File: src/rtl/spim_pkg.sv
package spim_pkg;

    // register word indices (byte address >> 2)
    localparam int RIX_CMD  = 0;
    localparam int RIX_STAT = 1;
    localparam int RIX_TXD  = 4;
    localparam int RIX_RXD  = 8;

    // command bit positions
    localparam int CB_GO    = 30;
    localparam int CB_CPOL  = 26;
    localparam int CB_CPHA  = 18;
    localparam int CB_TXEN  = 15;
    localparam int CB_RXEN  = 14;
    localparam int CB_CSVAL = 13;
    localparam int CB_CSSW  = 12;
    localparam logic [31:0] CMD_KEEP = 32'h0C0C_F01F;

    // status bit positions
    localparam int SB_BUSY  = 31;
    localparam int SB_RDY   = 30;
    localparam int SB_RXFL  = 29;
    localparam int SB_TXFL  = 28;
    localparam int SB_UNR   = 27;
    localparam int SB_OVF   = 26;
    localparam int SB_RXE   = 25;
    localparam int SB_RXF   = 24;
    localparam int SB_TXE   = 23;
    localparam int SB_TXF   = 22;

    typedef enum logic [1:0] {
        SH_IDLE = 2'd0,
        SH_RUN  = 2'd1,
        SH_DONE = 2'd2
    } sh_state_e;

endpackage

File: src/rtl/spim_fifo.sv
module spim_fifo #(
    parameter int W     = 32,
    parameter int DEPTH = 4
) (
    input  logic         clk,
    input  logic         rst_n,
    input  logic         flush,
    input  logic         push,
    input  logic [W-1:0] din,
    input  logic         pop,
    output logic [W-1:0] dout,
    output logic         empty,
    output logic         full
);
    localparam int PW = (DEPTH > 1) ? $clog2(DEPTH) : 1;
    localparam int CW = $clog2(DEPTH + 1);

    typedef struct packed {
        logic [DEPTH-1:0][W-1:0] mem;
        logic [PW-1:0]           rd;
        logic [PW-1:0]           wr;
        logic [CW-1:0]           cnt;
    } fifo_t;

    fifo_t q, d;
    logic  push_ok, pop_ok;

    assign empty   = (q.cnt == '0);
    assign full    = (q.cnt == CW'(DEPTH));
    assign dout    = q.mem[q.rd];
    assign push_ok = push && !full;
    assign pop_ok  = pop && !empty;

    always_comb begin
        d = q;
        if (flush) begin
            d.rd  = '0;
            d.wr  = '0;
            d.cnt = '0;
        end else begin
            if (push_ok) begin
                d.mem[q.wr] = din;
                d.wr = (q.wr == PW'(DEPTH - 1)) ? '0 : q.wr + 1'b1;
            end
            if (pop_ok) begin
                d.rd = (q.rd == PW'(DEPTH - 1)) ? '0 : q.rd + 1'b1;
            end
            d.cnt = q.cnt + CW'(push_ok) - CW'(pop_ok);
        end
    end

    always_ff @(posedge clk) begin
        if (!rst_n) q <= '0;
        else        q <= d;
    end

endmodule

File: src/rtl/spim_shifter.sv
module spim_shifter
    import spim_pkg::*;
#(
    parameter int W = 32
) (
    input  logic                 clk,
    input  logic                 rst_n,
    input  logic                 tick,
    input  logic                 start,
    input  logic [W-1:0]         word,
    input  logic [$clog2(W)-1:0] len_m1,
    input  logic                 cpol,
    input  logic                 cpha,
    input  logic                 miso,
    output logic                 busy,
    output logic                 done,
    output logic [W-1:0]         rx_word,
    output logic                 sck,
    output logic                 mosi
);
    localparam int LW = $clog2(W);

    typedef struct packed {
        sh_state_e     st;
        logic [W-1:0]  sh;
        logic [W-1:0]  rx;
        logic [LW-1:0] bits;
        logic [LW-1:0] len;
        logic          lead;
        logic          cpha;
        logic          sck;
        logic          mosi;
    } sh_t;

    sh_t          q, d;
    logic [W-1:0] aligned;

    assign aligned = word << (LW'(W - 1) - len_m1);
    assign busy    = (q.st != SH_IDLE);
    assign done    = (q.st == SH_DONE);
    assign rx_word = q.rx;
    assign sck     = q.sck;
    assign mosi    = q.mosi;

    always_comb begin
        d = q;
        case (q.st)
            SH_IDLE: begin
                d.sck = cpol;
                if (start) begin
                    d.st   = SH_RUN;
                    d.len  = len_m1;
                    d.cpha = cpha;
                    d.bits = '0;
                    d.lead = 1'b1;
                    d.rx   = '0;
                    if (cpha) begin
                        d.sh = aligned;
                    end else begin
                        d.mosi = aligned[W-1];
                        d.sh   = aligned << 1;
                    end
                end
            end
            SH_RUN: begin
                if (tick) begin
                    d.sck = ~q.sck;
                    if (q.lead) begin
                        d.lead = 1'b0;
                        if (q.cpha) begin
                            d.mosi = q.sh[W-1];
                            d.sh   = q.sh << 1;
                        end else begin
                            d.rx = {q.rx[W-2:0], miso};
                        end
                    end else begin
                        d.lead = 1'b1;
                        if (q.cpha) begin
                            d.rx = {q.rx[W-2:0], miso};
                        end else begin
                            d.mosi = q.sh[W-1];
                            d.sh   = q.sh << 1;
                        end
                        if (q.bits == q.len) d.st = SH_DONE;
                        else                 d.bits = q.bits + 1'b1;
                    end
                end
            end
            SH_DONE: d.st = SH_IDLE;
            default: d.st = SH_IDLE;
        endcase
    end

    always_ff @(posedge clk) begin
        if (!rst_n) q <= '0;
        else        q <= d;
    end

endmodule

File: src/rtl/spi_flash_master.sv
module spi_flash_master
    import spim_pkg::*;
#(
    parameter int DATA_W     = 32,
    parameter int FIFO_DEPTH = 4,
    parameter int ADDR_W     = 6
) (
    input  logic              clk,
    input  logic              rst_n,
    input  logic              bus_wr,
    input  logic              bus_rd,
    input  logic [ADDR_W-1:0] bus_addr,
    input  logic [DATA_W-1:0] bus_wdata,
    output logic [DATA_W-1:0] bus_rdata,
    input  logic              sck_tick,
    output logic              spi_sck,
    output logic              spi_mosi,
    input  logic              spi_miso,
    output logic              spi_cs_n
);
    localparam int LW = $clog2(DATA_W);
    localparam int IW = ADDR_W - 2;

    typedef struct packed {
        logic [DATA_W-1:0] cmd;
        logic              rdy;
        logic              unr;
        logic              ovf;
        logic              cs_n;
    } ctl_t;

    localparam ctl_t CTL_RST = '{cmd: '0, rdy: 1'b0, unr: 1'b0, ovf: 1'b0, cs_n: 1'b1};

    ctl_t q, d;

    logic [IW-1:0]     ridx;
    logic              aligned_acc;
    logic              sel_cmd, sel_stat, sel_txd, sel_rxd;
    logic              wr_cmd, wr_stat, tx_wr_req, rx_rd_req;
    logic              start, tx_pop, rx_push, tx_flush, rx_flush;
    logic              busy, sh_done, cs_soft, cs_val;
    logic              tx_empty, tx_full, rx_empty, rx_full;
    logic [DATA_W-1:0] tx_dout, rx_dout, sh_word, sh_rx;
    logic              ovf_flag, unr_flag, rdy_flag;

    assign ridx        = bus_addr[ADDR_W-1:2];
    assign aligned_acc = (bus_addr[1:0] == 2'b00);
    assign sel_cmd     = aligned_acc && (ridx == IW'(RIX_CMD));
    assign sel_stat    = aligned_acc && (ridx == IW'(RIX_STAT));
    assign sel_txd     = aligned_acc && (ridx == IW'(RIX_TXD));
    assign sel_rxd     = aligned_acc && (ridx == IW'(RIX_RXD));

    assign wr_cmd    = bus_wr && sel_cmd;
    assign wr_stat   = bus_wr && sel_stat;
    assign tx_wr_req = bus_wr && sel_txd;
    assign rx_rd_req = bus_rd && sel_rxd;

    assign cs_soft  = q.cmd[CB_CSSW];
    assign cs_val   = q.cmd[CB_CSVAL];
    assign ovf_flag = q.ovf;
    assign unr_flag = q.unr;
    assign rdy_flag = q.rdy;

    assign start    = wr_cmd && bus_wdata[CB_GO] && !busy;
    assign tx_pop   = start && q.cmd[CB_TXEN] && !tx_empty;
    assign sh_word  = (q.cmd[CB_TXEN] && !tx_empty) ? tx_dout : '0;
    assign rx_push  = sh_done && q.cmd[CB_RXEN];
    assign tx_flush = wr_stat && bus_wdata[SB_TXFL];
    assign rx_flush = wr_stat && bus_wdata[SB_RXFL];

    spim_fifo #(.W(DATA_W), .DEPTH(FIFO_DEPTH)) u_txq (
        .clk(clk), .rst_n(rst_n), .flush(tx_flush),
        .push(tx_wr_req), .din(bus_wdata), .pop(tx_pop),
        .dout(tx_dout), .empty(tx_empty), .full(tx_full)
    );

    spim_fifo #(.W(DATA_W), .DEPTH(FIFO_DEPTH)) u_rxq (
        .clk(clk), .rst_n(rst_n), .flush(rx_flush),
        .push(rx_push), .din(sh_rx), .pop(rx_rd_req),
        .dout(rx_dout), .empty(rx_empty), .full(rx_full)
    );

    spim_shifter #(.W(DATA_W)) u_shift (
        .clk(clk), .rst_n(rst_n), .tick(sck_tick), .start(start),
        .word(sh_word), .len_m1(q.cmd[LW-1:0]),
        .cpol(q.cmd[CB_CPOL]), .cpha(q.cmd[CB_CPHA]), .miso(spi_miso),
        .busy(busy), .done(sh_done), .rx_word(sh_rx),
        .sck(spi_sck), .mosi(spi_mosi)
    );

    always_comb begin
        d = q;
        if (wr_cmd) d.cmd = bus_wdata & CMD_KEEP;
        d.rdy = (q.rdy && !(wr_stat && bus_wdata[SB_RDY])) || sh_done;
        d.unr = (q.unr && !(wr_stat && bus_wdata[SB_UNR])) || (rx_rd_req && rx_empty);
        d.ovf = (q.ovf && !(wr_stat && bus_wdata[SB_OVF])) || (tx_wr_req && tx_full);
        if (q.cmd[CB_CSSW]) d.cs_n = !q.cmd[CB_CSVAL];
        else                d.cs_n = !(start || (busy && !sh_done));
    end

    always_ff @(posedge clk) begin
        if (!rst_n) q <= CTL_RST;
        else        q <= d;
    end

    always_comb begin
        bus_rdata = '0;
        if (sel_cmd) begin
            bus_rdata = q.cmd;
        end else if (sel_stat) begin
            bus_rdata[SB_BUSY] = busy;
            bus_rdata[SB_RDY]  = q.rdy;
            bus_rdata[SB_UNR]  = q.unr;
            bus_rdata[SB_OVF]  = q.ovf;
            bus_rdata[SB_RXE]  = rx_empty;
            bus_rdata[SB_RXF]  = rx_full;
            bus_rdata[SB_TXE]  = tx_empty;
            bus_rdata[SB_TXF]  = tx_full;
        end else if (sel_rxd) begin
            bus_rdata = rx_empty ? '0 : rx_dout;
        end
    end

    assign spi_cs_n = q.cs_n;

endmodule

File: config.mk
export PLATFORM = sky130hd
export DESIGN_NAME = spi_flash_master
export DESIGN_NICKNAME = d
export VERILOG_FILES = /design/src/rtl/spim_pkg.sv /design/src/rtl/spim_fifo.sv /design/src/rtl/spim_shifter.sv /design/src/rtl/spi_flash_master.sv
export SDC_FILE = /design/constraint.sdc
export NUM_CORES = 1
export LEC_CHECK = 0
export CORE_UTILIZATION = 60
export CTS_BUF_LIST = sky130_fd_sc_hd__clkbuf_4 sky130_fd_sc_hd__clkbuf_8 sky130_fd_sc_hd__clkbuf_16
export CTS_CLUSTER_SIZE = 12
export DETAILED_ROUTE_END_ITERATION = 16
export PLACE_DENSITY_LB_ADDON = 0.15
export SLEW_MARGIN = 40
export SYNTH_ARGS = -nofsm -noshare
export SYNTH_HDL_FRONTEND = slang
export SYNTH_HIERARCHICAL = 1
export SYNTH_SLANG_ARGS = --single-unit
export TNS_END_PERCENT = 100
File: constraint.sdc
create_clock -name clk -period 4.49 [get_ports clk]
set_input_delay 0.898 -clock clk [delete_from_list [all_inputs] [get_ports clk]]
set_output_delay 0.898 -clock clk [all_outputs]
set_load 0.02 [all_outputs]
==> impl_metrics.prom, run 1 <==
# TYPE chip_impl_metric gauge
chip_impl_info{name="outcome",value="finished, final reports clean"} 1
chip_impl_metric{name="detailedRoute.firstPassIterationCount",unit=""} 5
chip_impl_info{name="end_kind",value="output pin"} 1
chip_impl_metric{name="synth_sequential_area_ratio",unit=""} 0.377
chip_impl_metric{name="leakage",unit="uW"} 0.00699
chip_impl_info{name="clock_root_buffer",value="sky130_fd_sc_hd__clkbuf_16"} 1
chip_impl_metric{name="post_cts_resized",unit=""} 0
chip_impl_metric{name="asyncSetResetFlopFracSynth",unit=""} 0
chip_impl_metric{name="first_global_vias",unit=""} 14200
chip_impl_metric{name="worst_path_largest_cell_delay",unit="ps"} 610
chip_impl_metric{name="grt_antenna_before_repair",unit=""} 0
chip_impl_metric{name="drv_cap",unit=""} 0
chip_impl_metric{name="synth_seq_cells",unit=""} 367
chip_impl_info{name="rsz0062_at_grt",value="no"} 1
chip_impl_metric{name="port_buffers",unit=""} 78
chip_impl_metric{name="seq_power_share",unit=""} 0.489
chip_impl_metric{name="place_hpwl",unit="um"} 30700
chip_impl_metric{name="dpl_cell_area",unit="mm2"} 0.0196
chip_impl_metric{name="io-pin-count",unit=""} 79
chip_impl_info{name="slowest_stage",value="sky130_fd_sc_hd__clkdlybuf4s50_1"} 1
chip_impl_metric{name="sw_frac_of_total",unit=""} 0.217
chip_impl_metric{name="irDropWorstVdd",unit="mV"} 0.327
chip_impl_metric{name="synth_edf_count",unit=""} 0
chip_impl_info{name="netlist.top_cell.by_area",value="sky130_fd_sc_hd__dfxtp_1"} 1
chip_impl_metric{name="clock_tree.buffer_depth",unit=""} 3
chip_impl_metric{name="timing_worst_slew_pin_value",unit="ps"} 830
chip_impl_metric{name="grtUsageTotal",unit=""} 0.281
chip_impl_info{name="clock_tree_from_tritoncts",value="built"} 1
chip_impl_metric{name="n_fill_cell",unit=""} 2575
chip_impl_metric{name="internal",unit="uW"} 5220
chip_impl_metric{name="syn-cell-area",unit="mm2"} 0.0195
chip_impl_metric{name="stdcell_area",unit="mm2"} 0.0209
chip_impl_metric{name="globalRoute.totalOverflow",unit=""} 0
chip_impl_metric{name="final.min_clock_period",unit="ps"} 4240
chip_impl_metric{name="nets",unit=""} 1997
chip_impl_info{name="worst_min_delay_path_category",value="reg2reg"} 1
chip_impl_info{name="crit_type",value="in2out"} 1
chip_impl_metric{name="source_to_sink_clock_delay_at_the_later_pin_of_the_worst_skew_pair",unit="ps"} 540
chip_impl_metric{name="layout-drive-gt1-share",unit=""} 0.127
chip_impl_metric{name="core_area",unit="mm2"} 0.0317
chip_impl_metric{name="clock_skew",unit="ps"} 21.7
chip_impl_metric{name="dp_worst_setup_slack",unit="ps"} 226
chip_impl_metric{name="cp_data_required_time",unit="ps"} 3590
chip_impl_metric{name="pin_count_of_the_biggest_net_entering_global_routing",unit=""} 133
chip_impl_metric{name="dieHeight",unit="um"} 182
chip_impl_metric{name="remaining_antenna_violation_count",unit=""} 0
chip_impl_metric{name="netSwitchingPower",unit="uW"} 1450
chip_impl_metric{name="timing.critical_path.arrival",unit="ps"} 3350
chip_impl_metric{name="postCtsSetupRepairBufs",unit=""} 0
chip_impl_metric{name="htreeDepth",unit=""} 2
chip_impl_metric{name="start_util",unit=""} 0.614
chip_impl_metric{name="timing_hold_violations_final",unit=""} 0
chip_impl_metric{name="clk_pin_slew_worst_paths",unit="ps"} 50
chip_impl_info{name="synth-main-ff-cell",value="sky130_fd_sc_hd__dfxtp_1"} 1
chip_impl_metric{name="timing.final.crit_share",unit=""} 0.945
chip_impl_metric{name="achievable-frequency",unit="MHz"} 236
chip_impl_metric{name="final_cell_count_no_fill",unit=""} 2366
chip_impl_metric{name="num_antenna_cells",unit=""} 0
chip_impl_info{name="synth.most_common_cell",value="sky130_fd_sc_hd__nand2_1"} 1
chip_impl_metric{name="slew_viol_final",unit=""} 0
chip_impl_metric{name="wire_per_inst",unit="um"} 19.8
chip_impl_metric{name="drcViolationCount",unit=""} 0
chip_impl_metric{name="wirelength",unit="um"} 46800
chip_impl_info{name="ys_top_cells_by_area",value="sky130_fd_sc_hd__dfxtp_1, sky130_fd_sc_hd__mux2i_1, sky130_fd_sc_hd__mux4_2"} 1
chip_impl_metric{name="fraction_of_synthesized_cell_area_taken_by_the_top_area_cell_type",unit=""} 0.377
chip_impl_metric{name="power.clock.fraction",unit=""} 0.485
chip_impl_metric{name="drt_iter0_markers",unit=""} 1122
chip_impl_metric{name="max_slew_margin",unit=""} 0.447
chip_impl_info{name="post_synth_most_frequent_cells",value="sky130_fd_sc_hd__nand2_1, sky130_fd_sc_hd__dfxtp_1, sky130_fd_sc_hd__mux2i_1, sky130_fd_sc_hd__a21oi_1, sky130_fd_sc_hd__clkbuf_1"} 1
chip_impl_info{name="crit_top_cell",value="sky130_fd_sc_hd__clkdlybuf4s50_1"} 1
chip_impl_metric{name="detailroute.via_count",unit=""} 14400
chip_impl_metric{name="finalSetupViolCount",unit=""} 0
chip_impl_metric{name="floorplan.rows",unit=""} 65
chip_impl_metric{name="cts_num_sinks",unit=""} 367
chip_impl_metric{name="syn_nets",unit=""} 2034
chip_impl_metric{name="yosysWarnings",unit=""} 6
chip_impl_metric{name="report.power.total",unit="uW"} 6670
chip_impl_metric{name="share_comb_of_total_power",unit=""} 0.026
chip_impl_metric{name="routability_driven_placement_congestion_ratio",unit=""} 0.945
chip_impl_metric{name="dieWidth",unit="um"} 182
chip_impl_metric{name="power.density_cell_area",unit="mW/mm2"} 319
chip_impl_info{name="timing.critical_path.from_type",value="primary input"} 1
chip_impl_info{name="path_cells",value="clkdlybuf4s50_1, or4_4, nor4b_4, buf_12, a22o_1, clkdlybuf4s50_1"} 1
chip_impl_metric{name="syn-mean-instance-area",unit="um2"} 9.87
chip_impl_metric{name="placed_cells_incl_taps",unit=""} 2296
chip_impl_metric{name="post_synth_inst_count",unit=""} 1973
chip_impl_metric{name="synth_cell_type_count",unit=""} 80
chip_impl_metric{name="timing.critical_path.fanout_max",unit=""} 28
chip_impl_metric{name="detail_route.vias_per_cell",unit=""} 6.10
chip_impl_metric{name="fin_ws",unit="ps"} 245
chip_impl_metric{name="cts_made_buffers",unit=""} 40
chip_impl_metric{name="cts_hold_repair.buffers",unit=""} 0
chip_impl_metric{name="die-area",unit="mm2"} 0.0332
chip_impl_metric{name="finalSetupTns",unit="ps"} 0
chip_impl_metric{name="area.growth.synth_to_final",unit="%"} 7.22
chip_impl_metric{name="grt_pass1_wl",unit="um"} 75600
[final timing paths]
kind                                                 from                    endpoint  slack (ps)  depth (start not counted)
worst max-delay path                          bus_addr[2]                bus_rdata[2]         250                          6
worst max register to register      u_txq/q[1]$_SDFF_PP0_  u_shift/q[76]$_SDFFE_PN0P_        1060                         10
worst min register to register  u_rxq/q[133]$_SDFFE_PN0P_   u_rxq/q[133]$_SDFFE_PN0P_         450                          2
worst min-delay path            u_rxq/q[133]$_SDFFE_PN0P_   u_rxq/q[133]$_SDFFE_PN0P_         450                          2
[state kept, by name, indices dropped and copies added, names as in the netlist]
signal and cells:
u_shift/sck 1, ovf_flag 1, u_shift/mosi 1, unr_flag 1
u_rxq/q 135, spi_cs_n 1, rdy_flag 1, u_txq/q 135
cs_soft 1, u_shift/q 46, u_shift/rx_word 32, q 11
cs_val 1
[worst max-delay path: cells and delay by family]
kind                   cells  cell delay [ps]
buffers and inverters      3             1270
AND/OR/NAND/NOR            2              970
AO/OA/AOI/OAI              1              170
[final cells by class]
type                       instances  area, um2  area share
multi-input combinational       1388      10500       0.504
sequential                       367       7360       0.352
clock buffer                      61       1240      0.0593
timing repair buffer             115       1110      0.0533
tap                              402        503      0.0241
inverter                          24       91.3     0.00438
clock inverter                     9       60.1     0.00288
[per-stage QoR]
stage	hold WS, ps	util
after CTS	455	0.658
after global placement	438	0.617
after detailed placement	445	0.617
after floorplan	430	-
after global routing	467	0.658
final	452	0.658
[cells by family after synthesis]
group | count (synthesis) | share of synthesized area
and+or+nand+nor | 689 | 0.159
muxes | 417 | 0.277
DFF | 367 | 0.377
AOI/OAI and AO/OA | 254 | 0.0864
buffers and inverters | 218 | 0.0833
adders and majority gates | 17 | 0.0117
xor gates and xnor gates | 11 | 0.00495
[metal layers]
layer  wire length [um]  part of all wire  vias up  GRT usage
li1                   -                 -     6862          -
met1              22400              0.48     7096      0.409
met2              21100              0.45      417      0.442
met3               2530             0.054       67     0.0367
met4                877             0.019        0     0.0692
met5                  0                 0        -          0
[power by group through the flow]
stage / combinational (uW) / clock [uW] / sequential (uW)
after global placement: 169 / 0 / 3340
after CTS: 172 / 3280 / 3260
after floorplan: 95.2 / 0 / 3330
after detailed placement: 171 / 0 / 3340
final: 173 / 3230 / 3260
after global routing: 187 / 3420 / 3260
[cells in the final DEF (no fill, tap or decap), types with 37 or more instances in the layout]
cell	n
sky130_fd_sc_hd__o21ai_0	37
sky130_fd_sc_hd__clkdlybuf4s50_1	77
sky130_fd_sc_hd__nand3_1	48
sky130_fd_sc_hd__mux4_2	80
sky130_fd_sc_hd__clkbuf_16	42
sky130_fd_sc_hd__a21oi_1	90
sky130_fd_sc_hd__and2_1	61
sky130_fd_sc_hd__nand2_1	447
sky130_fd_sc_hd__mux2i_1	306
sky130_fd_sc_hd__dfxtp_1	362
sky130_fd_sc_hd__nor2_1	48
No activity file was read; power rests on OpenSTA's default activity.
==> inputs of run 2 (changes only) <==
--- a/config.mk
+++ b/config.mk
@@ -5,6 +5,7 @@
 export SDC_FILE = /design/constraint.sdc
 export NUM_CORES = 1
 export LEC_CHECK = 0
+export ABC_CLOCK_PERIOD_IN_PS = 4490
 export CORE_UTILIZATION = 60
 export CTS_BUF_LIST = sky130_fd_sc_hd__clkbuf_4 sky130_fd_sc_hd__clkbuf_8 sky130_fd_sc_hd__clkbuf_16
 export CTS_CLUSTER_SIZE = 12
==> results of run 2 <==
Final layout, timing and power as in run 1 (identical DEF).
